**src/rtl/pclk_slot_pkg.sv**
```systemverilog
package pclk_slot_pkg;
  localparam int CTRL_W      = 32;
  localparam int SEL_W       = 3;
  localparam int DIV_W       = 3;
  localparam int BIT_PRESENT = 31;
  localparam int BIT_INUSE   = 30;
  localparam int BIT_GATE    = 29;
  localparam int SEL_LSB     = 24;
  localparam int BIT_ERR     = 8;
  localparam int BIT_FRAC    = 3;
  localparam int DIV_LSB     = 0;

  typedef struct packed {
    logic [SEL_W-1:0] sel;
    logic             frac;
    logic [DIV_W-1:0] div;
  } slot_cfg_t;
endpackage

```
**src/rtl/pclk_slot_regs.sv**
```systemverilog
module pclk_slot_regs
  import pclk_slot_pkg::*;
#(
  parameter int PRESENT = 1
) (
  input  logic              clk,
  input  logic              rst,
  input  logic              wr_en,
  input  logic [CTRL_W-1:0] wr_data,
  input  logic              claim_i,
  output slot_cfg_t         cfg_o,
  output logic              gate_o,
  output logic              inuse_o,
  output logic              err_o
);
  localparam logic PRES = (PRESENT != 0);

  slot_cfg_t cfg_q, wr_cfg;
  logic      gate_q, inuse_q, err_q;
  logic      cfg_diff, cfg_bad, cfg_open, gate_diff, gate_open, reject;
  logic      unused_bits;

  assign unused_bits = ^{wr_data[BIT_PRESENT], wr_data[BIT_INUSE],
                         wr_data[BIT_GATE-1:SEL_LSB+SEL_W],
                         wr_data[SEL_LSB-1:BIT_ERR+1],
                         wr_data[BIT_ERR-1:BIT_FRAC+1]};

  always_comb begin
    wr_cfg.sel  = wr_data[SEL_LSB +: SEL_W];
    wr_cfg.frac = wr_data[BIT_FRAC];
    wr_cfg.div  = wr_data[DIV_LSB +: DIV_W];
    cfg_diff    = (wr_cfg != cfg_q);
    cfg_bad     = wr_cfg.frac && (wr_cfg.div == '0);
    cfg_open    = PRES && !inuse_q && !gate_q && !cfg_bad;
    gate_diff   = (wr_data[BIT_GATE] != gate_q);
    gate_open   = PRES && !inuse_q;
    reject      = (cfg_diff && !cfg_open) || (gate_diff && !gate_open);
  end

  always_ff @(posedge clk) begin
    if (rst) begin
      cfg_q   <= '0;
      gate_q  <= 1'b0;
      inuse_q <= 1'b0;
      err_q   <= 1'b0;
    end else begin
      inuse_q <= claim_i;
      if (wr_en) begin
        if (cfg_diff && cfg_open)
          cfg_q <= wr_cfg;
        if (gate_diff && gate_open)
          gate_q <= wr_data[BIT_GATE];
        err_q <= reject || (err_q && !wr_data[BIT_ERR]);
      end
    end
  end

  assign cfg_o   = cfg_q;
  assign gate_o  = gate_q;
  assign inuse_o = inuse_q;
  assign err_o   = err_q;
endmodule

```
**src/rtl/pclk_slot_mux.sv**
```systemverilog
module pclk_slot_mux #(
  parameter int NUM_SRC = 7,
  parameter int SEL_W   = 3
) (
  input  logic [SEL_W-1:0]   sel_i,
  input  logic [NUM_SRC-1:0] src_en_i,
  output logic               pick_o
);
  localparam int SLOTS = 2 ** SEL_W;

  logic [SLOTS-1:0] ext;

  for (genvar gi = 0; gi < SLOTS; gi++) begin : g_ext
    if (gi == 0) begin : g_off
      assign ext[gi] = 1'b0;
    end else if (gi <= NUM_SRC) begin : g_src
      assign ext[gi] = src_en_i[gi-1];
    end else begin : g_pad
      assign ext[gi] = 1'b0;
    end
  end

  assign pick_o = ext[sel_i];
endmodule

```
**src/rtl/pclk_slot_div.sv**
```systemverilog
module pclk_slot_div #(
  parameter int DIV_W = 3
) (
  input  logic             clk,
  input  logic             rst,
  input  logic             run_i,
  input  logic             tick_i,
  input  logic             frac_i,
  input  logic [DIV_W-1:0] div_i,
  output logic             en_o
);
  localparam int ACC_W = DIV_W + 1;

  logic [ACC_W-1:0] acc_q, period, step, sum;
  logic             hit;

  always_comb begin
    period = {1'b0, div_i} + ACC_W'(1);
    step   = frac_i ? ACC_W'(2) : ACC_W'(1);
    sum    = acc_q + step;
    hit    = (sum >= period);
  end

  always_ff @(posedge clk) begin
    if (rst) begin
      acc_q <= '0;
      en_o  <= 1'b0;
    end else begin
      en_o <= run_i && tick_i && hit;
      if (!run_i)
        acc_q <= '0;
      else if (tick_i)
        acc_q <= hit ? (sum - period) : sum;
    end
  end
endmodule

```
**src/rtl/pclk_slot.sv**
```systemverilog
module pclk_slot
  import pclk_slot_pkg::*;
#(
  parameter int NUM_SRC = 7,
  parameter int PRESENT = 1
) (
  input  logic               clk,
  input  logic               rst,
  input  logic               wr_en,
  input  logic [31:0]        wr_data,
  output logic [31:0]        rd_data,
  input  logic               claim_i,
  input  logic [NUM_SRC-1:0] src_en_i,
  output logic               clk_en_o,
  output logic               running_o
);
  localparam logic PRES = (PRESENT != 0);

  slot_cfg_t cfg;
  logic      gate, inuse, err, pick, run;

  pclk_slot_regs #(.PRESENT(PRESENT)) u_regs (
    .clk(clk), .rst(rst), .wr_en(wr_en), .wr_data(wr_data),
    .claim_i(claim_i), .cfg_o(cfg), .gate_o(gate), .inuse_o(inuse), .err_o(err)
  );

  pclk_slot_mux #(.NUM_SRC(NUM_SRC), .SEL_W(SEL_W)) u_mux (
    .sel_i(cfg.sel), .src_en_i(src_en_i), .pick_o(pick)
  );

  assign run = gate && (cfg.sel != '0);

  pclk_slot_div #(.DIV_W(DIV_W)) u_div (
    .clk(clk), .rst(rst), .run_i(run), .tick_i(pick),
    .frac_i(cfg.frac), .div_i(cfg.div), .en_o(clk_en_o)
  );

  always_comb begin
    rd_data                        = '0;
    rd_data[BIT_PRESENT]           = PRES;
    rd_data[BIT_INUSE]             = inuse;
    rd_data[BIT_GATE]              = gate;
    rd_data[SEL_LSB +: SEL_W]      = cfg.sel;
    rd_data[BIT_ERR]               = err;
    rd_data[BIT_FRAC]              = cfg.frac;
    rd_data[DIV_LSB +: DIV_W]      = cfg.div;
  end

  assign running_o = inuse || gate;
endmodule

```
**config.mk**
```make
export PLATFORM = sky130hd
export DESIGN_NAME = pclk_slot
export DESIGN_NICKNAME = d
export VERILOG_FILES = /design/src/rtl/pclk_slot_pkg.sv /design/src/rtl/pclk_slot_regs.sv /design/src/rtl/pclk_slot_mux.sv /design/src/rtl/pclk_slot_div.sv /design/src/rtl/pclk_slot.sv
export SDC_FILE = /design/constraint.sdc
export NUM_CORES = 1
export LEC_CHECK = 0
export CAP_MARGIN = 20
export CORE_MARGIN = 2
export CORE_UTILIZATION = 52
export CTS_BUF_LIST = sky130_fd_sc_hd__clkbuf_2
export CTS_CLUSTER_DIAMETER = 80
export DETAILED_ROUTE_END_ITERATION = 6
export DONT_BUFFER_PORTS = 1
export PLACE_DENSITY = 0.69
export SKIP_LAST_GASP = 1
export SLEW_MARGIN = 15
export SYNTH_ARGS = -nofsm -noshare
export SYNTH_HDL_FRONTEND = slang
export SYNTH_SLANG_ARGS = --single-unit
```
**constraint.sdc**
```tcl
create_clock -name clk -period 2.8 [get_ports clk]
set_input_delay 0.84 -clock clk [delete_from_list [all_inputs] [get_ports clk]]
set_output_delay 0.84 -clock clk [all_outputs]
set_load 0.02 [all_outputs]
```
==> results of run 1 <==
[where the power goes]
group | leakage [nW] | internal (mW) | total [mW] | switching (mW)
logic | 0.429 | 0.0616 | 0.152 | 0.0900
registers | 0.123 | 0.223 | 0.244 | 0.0210
clock network | 0.0164 | 0.0323 | 0.107 | 0.0748
[worst max-delay path, stage by stage, from the launching register on]
cell and delay, ps:
dfxtp_1 360, inv_1 40, ha_1 190, fa_1 430, xor2_1 170, ha_1 360
o21ai_0 180, a21oi_1 100, nor2_2 220, mux2_2 360, o22ai_1 150
[cells in the final DEF, fill, tap and decap left out, types with 2 or more instances in the layout]
cell	count
nor2b_1	3
xnor2_1	2
ha_1	7
buf_4	3
xor2_1	10
fa_1	2
mux2_2	2
nor2_1	10
inv_1	7
o22ai_1	2
nand3_1	2
a21oi_1	4
mux2i_1	9
dfxtp_1	15
nand2_1	8
clkbuf_2	3
mux2_4	2
conb_1	22
o21ai_0	4
a21boi_0	2
[flip-flops by register name, summed over array words and instances (netlist names)]
name and cells:
u_div.en_o 1, u_regs.gate_o 1, u_regs.err_o 1, u_regs.inuse_o 1, u_div.acc_q 4, u_regs.cfg_o 7
[area by class of cell]
| type | count | area (um^2) |
|---|---|---|
| Clock buffer | 3 | 15.0 |
| Clock inverter | 1 | 5.00 |
| Fill cell | 211 | 1040 |
| Inverter | 7 | 26.3 |
| Multi-Input combinational cell | 109 | 787 |
| Sequential cell | 15 | 300 |
| Tap cell | 28 | 35.0 |
| Timing Repair Buffer | 3 | 22.5 |
[logic make-up (layout without fill, tap and decap cells)]
family | Yosys count | after routing | share of synthesized area (%)
buf+inv | 35 | 14 | 19.0
fa+ha+maj | 9 | 9 | 10.2
mux | 15 | 15 | 14.2
compound gates | 21 | 21 | 11.7
simple gates | 30 | 30 | 11.7
other cells | 2 | 22 | 0.603
flops | 15 | 15 | 24.1
xor+xnor | 12 | 12 | 8.43
[timing repair]
action,in CTS,in global routing
endpoints found under the hold margin,0,0
setup endpoints to repair,0,2
buffers inserted,0,0
hold buffers,0,0
resized for setup,0,1
[cells in the mapped netlist (2+ instances only)]
| cell type | n |
|---|---|
| xor2_1 | 10 |
| ha_1 | 7 |
| xnor2_1 | 2 |
| dfxtp_1 | 15 |
| mux2_2 | 2 |
| fa_1 | 2 |
| nor2_1 | 11 |
| mux2i_1 | 9 |
| buf_4 | 26 |
| a21boi_0 | 2 |
| o22ai_1 | 2 |
| a21oi_1 | 4 |
| nand3_1 | 2 |
| inv_1 | 7 |
| nor2b_1 | 3 |
| o21ai_0 | 4 |
| nand2_1 | 8 |
| mux2_4 | 2 |
| conb_1 | 2 |
[layer usage]
metal	track usage, %	up-vias	routed length, um
li1	-	425	-
met5	0	-	0
met4	3.85	0	16
met3	3.95	2	191
met2	24.8	38	939
met1	20.2	384	908
[worst paths after layout]
path	startpoint	endpoint	slack, ps
worst max-delay path	u_regs.cfg_o[3]	u_div.acc_q[0]	160
worst min-delay path	u_div.acc_q[0]	u_div.acc_q[0]	480
worst max register to register	u_regs.cfg_o[3]	u_div.acc_q[0]	160
worst min register to register	u_div.acc_q[0]	u_div.acc_q[0]	480
==> flow_metrics.tcl, run 1 <==
set metrics [dict create \
    end_kind "flip-flop" \
    power.leakage_nw 0.568 \
    rows 17 \
    clk_path_buf_depth 2 \
    core_um2 2230 \
    cts_buffers 3 \
    yosys.cell_types.count 38 \
    grt_pass1_wl_mm 3.17 \
    peakVddDrop_mv 0.300 \
    crit_type "flip-flop to flip-flop" \
    synth_flop_cell "dfxtp_1" \
    grt_max_degree 11 \
    status "completed" \
    syn_area_um2 1250 \
    ff2ff_path_depth 10 \
    post-route-min-period_ps 2640 \
    hold_class "flip-flop to flip-flop" \
    place_area_um2 1170 \
    setup_slack_ps 156 \
    post-route-period-util_pct 94.4 \
    drtIter0Drc 9 \
    die_h_um 53.0 \
    dp_hpwl_mm 1.74 \
    cp.arrival_ps 2870 \
    path_clk_slew_ps 170 \
    avgViaCountPerCell 5.11 \
    crit_required_ps 3020 \
    ys_seq_elements 15 \
    synthTopCellsByArea "dfxtp_1 24%, buf_4 16%, mux2i_1 7.2%" \
    hold_viol 0 \
    clock.fmax_ghz 0.378 \
    synth_seq_area_share_pct 24.1 \
    syn_inst 139 \
    ant_nets 0 \
    dpl_worst_slack_ps 131 \
    antenna_found_initial 0 \
    placed_cells 162 \
    relSlewSlack_pct 64.3 \
    grt-ovfl-total 0 \
    post-route-drc-count 0 \
    dieWidth_um 53.0 \
    ios 77 \
    layoutNonFillerInstCount 166 \
    grt_pass1_vias 749 \
    clock_skew_ps 12.6 \
    timing.hold.ws_ps 484 \
    setup_viol 0 \
    drv_cap 0 \
    clk_latency_ps 290 \
    worst_setup_path_start_kind "flip-flop" \
    crit_fanout 5 \
    async_flop_share_pct 0 \
    power_mw 0.503 \
    port_buffers 0 \
    max_slew.worst_pin.slew_ps 536 \
    wl_mm 2.06 \
    yosysTopAreaCellShare_pct 24.1 \
    fin_area_um2 1190 \
    dr.pass1.iters 4 \
    yosysWarnings 0 \
    area_delta_synth_final_pct -4.42 \
    fin_setup_tns_ps 0 \
    antenna_cells 0 \
    hold_depth 2 \
    place.gp.congestion 0.830 \
    die-area_um2 2800 \
    synth_area_per_cell_um2 8.97 \
    power_density_nw_per_um2 422 \
    slew_viol_final 0 \
    fin_util_pct 53.3 \
    h-tree-depth 1 \
    drive_gt1_share_pct 12.3 \
    cts_tree "done" \
    grt_use_total_pct 15.3 \
    synth_top_cell_by_area "dfxtp_1" \
    synth-edff-count 0 \
    vias 849 \
    fin_nets 191 \
    cts-root-buf "clkbuf_2" \
    detail_route.wl_per_cell_um 12.4 \
    clock-sinks 15 \
    floorplan.initialDensity_pct 55.8 \
]
Note: power is estimated with default switching activity, not from simulation.
==> run 2: changes to the inputs <==
Settings changed: ABC_AREA set to 1, CELL_PAD_IN_SITES_DETAIL_PLACEMENT set to 1, CELL_PAD_IN_SITES_GLOBAL_PLACEMENT set to 2, CORE_UTILIZATION 52 to 32, PLACE_DENSITY 0.69 to 0.84, SYNTH_HIERARCHICAL set to 1.
==> run 2 against run 1 <==
  * Sequential share of layout area fell by 4.0 points
  * Synthesized cell count grew 70%
  * Synthesized area up 18%
  * Critical path type unchanged
  * Critical endpoint is now u_div/acc_q[3]
==> flow_metrics.tcl, run 2 <==
set metrics [dict create \
    slew_viol_final 0 \
    post_cts_buffers 0 \
    clock-sinks 15 \
    core_um2 4380 \
    path_delay_family "adder cells" \
    worstReg2RegEnd "u_div/acc_q[3]" \
    clk_latency_ps 330 \
    crit_end "u_div/acc_q[3]" \
    worstReg2RegStart "u_regs/cfg_o[3]" \
    grt_pass1_wl_mm 5.64 \
    synth_top_cell_by_area "dfxtp_1" \
    multiInputGateArea_um2 853 \
    drive_gt1_share_pct 7.73 \
    floorplan.initialDensity_pct 33.6 \
    seq_area_um2 300 \
    grt_pass1_vias 1287 \
    area_delta_synth_final_pct -3.57 \
    relSlewSlack_pct 65.0 \
    layout_commonest_cell "nand2_1" \
    clock.fmax_ghz 0.420 \
    synthTopCellsByArea "dfxtp_1 20%, nand2_1 16%, buf_4 13%" \
    setup_viol 0 \
    grt_max_degree 15 \
    yosys.cell_types.count 26 \
    yosysTopAreaCellShare_pct 20.4 \
    crit_start "u_regs/cfg_o[3]" \
    clk_path_buf_depth 2 \
    power.leakage_nw 0.794 \
    status "completed" \
    max_slew.worst_pin.slew_ps 526 \
    die-area_um2 5160 \
    avgViaCountPerCell 4.41 \
    grt_setup_unrepaired "no" \
    ant_nets 0 \
    post-route-period-util_pct 85.1 \
    wl_mm 3.33 \
    drtIter0Drc 81 \
    syn_inst 236 \
    hold_viol 0 \
    grt_use_total_pct 13.6 \
    die_h_um 71.8 \
    peakVddDrop_mv 0.160 \
    antenna_found_initial 0 \
    synth_flop_cell "dfxtp_1" \
    power_density_nw_per_um2 428 \
    grt-ovfl-total 0 \
    rows 24 \
    cp.depth 11 \
    ys_seq_elements 15 \
    ff2ff_path_depth 11 \
    crit_required_ps 3000 \
    max_stage_delay_ps 570 \
    synth_area_per_cell_um2 6.23 \
    yosysMostFrequentCell "nand2_1" \
    worst-path-buf-inv 2 \
    syn_area_um2 1470 \
    cp_slowest_cell "fa_1" \
    hold_class "input pin to flip-flop" \
    dp_hpwl_mm 2.70 \
    ios 77 \
    fin_setup_tns_ps 0 \
    synth-edff-count 0 \
    vias 1256 \
    layoutNonFillerInstCount 285 \
    post_cts_resized 0 \
    detail_route.wl_per_cell_um 11.7 \
    crit_fanout 5 \
    path_clk_slew_ps 190 \
    worst_setup_path_start_kind "flip-flop" \
    cp.arrival_ps 2580 \
    fill_cells 607 \
    fin_nets 286 \
    synth_top_cells_by_count "62 x nand2_1, 42 x inv_1, 25 x buf_4" \
    post-route-min-period_ps 2380 \
    antenna_cells 0 \
    rrSetupSlack_ps 420 \
    cp_cell_sequence "inv_1 > ha_1 > fa_1 > inv_1 > fa_1 > nand2_1 > nand2_2 > nand2_4 > nand2_1 > nand2_1 > a21oi_2" \
    dr.pass1.iters 3 \
    yosysWarnings 6 \
    path_common_cell "nand2_1" \
    clock_skew_ps 35.8 \
    cts_buffers 3 \
    cts_hold_buffers 0 \
    placed_cells 281 \
    synth_seq_area_share_pct 20.4 \
    end_kind "flip-flop" \
    cts-root-buf "clkbuf_2" \
    post-route-drc-count 0 \
    largest_reg_flops 7 \
    drv_cap 0 \
    crit_type "flip-flop to flip-flop" \
    dieWidth_um 71.8 \
    place.gp.congestion 0.775 \
    final_cell_mix "62 x nand2_1, 42 x inv_1, 22 x nor2_1, 22 x conb_1, 21 x nand3_1" \
    timing.hold.ws_ps 549 \
    h-tree-depth 1 \
    cts_tree "done" \
    async_flop_share_pct 0 \
    port_buffers 0 \
]
## run 2: cells by family (layout without fill, tap and decap cells)
kind of cell	Yosys count	after routing	share of synthesized area [%]
XOR/XNOR	3	3	1.79
flip-flops	15	15	20.4
AND/OR/NAND/NOR	115	115	34.3
adder cells (fa/ha/maj)	9	9	8.67
AO/OA/AOI/OAI	19	19	7.65
other	2	22	0.510
buffers and inverters	73	50	26.7
## run 2: layout make-up
cell class,count,share of cell area [%]
clock inverters,1,0.353
multi-input cells,168,60.1
inverters,44,11.6
repair buffers,2,1.06
flip-flops and latches,15,21.2
well taps,52,4.59
clock buffers,3,1.06
## run 2: through the flow
| step | setup slack (ps) | util (%) | power [mW] | instance area (um^2) |
|---|---|---|---|---|
| 6_report | 417 | 32.4 | 0.607 | 1420 |
| 5_1_grt | 246 | 32.4 | 0.665 | 1420 |
| 4_1_cts | 405 | 32.4 | 0.620 | 1420 |
| 3_5_place_dp | 488 | 31.9 | 0.500 | 1400 |
| 3_3_place_gp | 510 | 31.9 | 0.494 | 1400 |
| 2_1_floorplan | 394 | - | 0.481 | 1550 |
## run 2: worst min path at each step
stage / cells past startpoint / end / startpoint / slack, ps
2_1_floorplan: 2 / u_regs/err_o / u_regs/err_o / 440
3_5_place_dp: 4 / u_div/acc_q[0] / u_div/acc_q[0] / 570
5_1_grt: 1 / u_regs/err_o / rst / 520
4_1_cts: 1 / u_regs/err_o / rst / 530
3_3_place_gp: 4 / u_div/acc_q[0] / u_div/acc_q[0] / 550
6_report: 1 / u_regs/err_o / rst / 550
## run 2: power breakdown
group | total [mW] | internal, mW | switching, mW
logic | 0.234 | 0.0793 | 0.155
clock network | 0.115 | 0.0323 | 0.0827
registers | 0.258 | 0.227 | 0.0317
total | 0.607 | 0.338 | 0.269
## run 2: routing by layer
layer  GRT usage [%]  part of all wire (%)
met4            1.89                     0
met3            4.22                   5.1
met2            25.0                    51
met5               0                     0
met1            15.9                    44
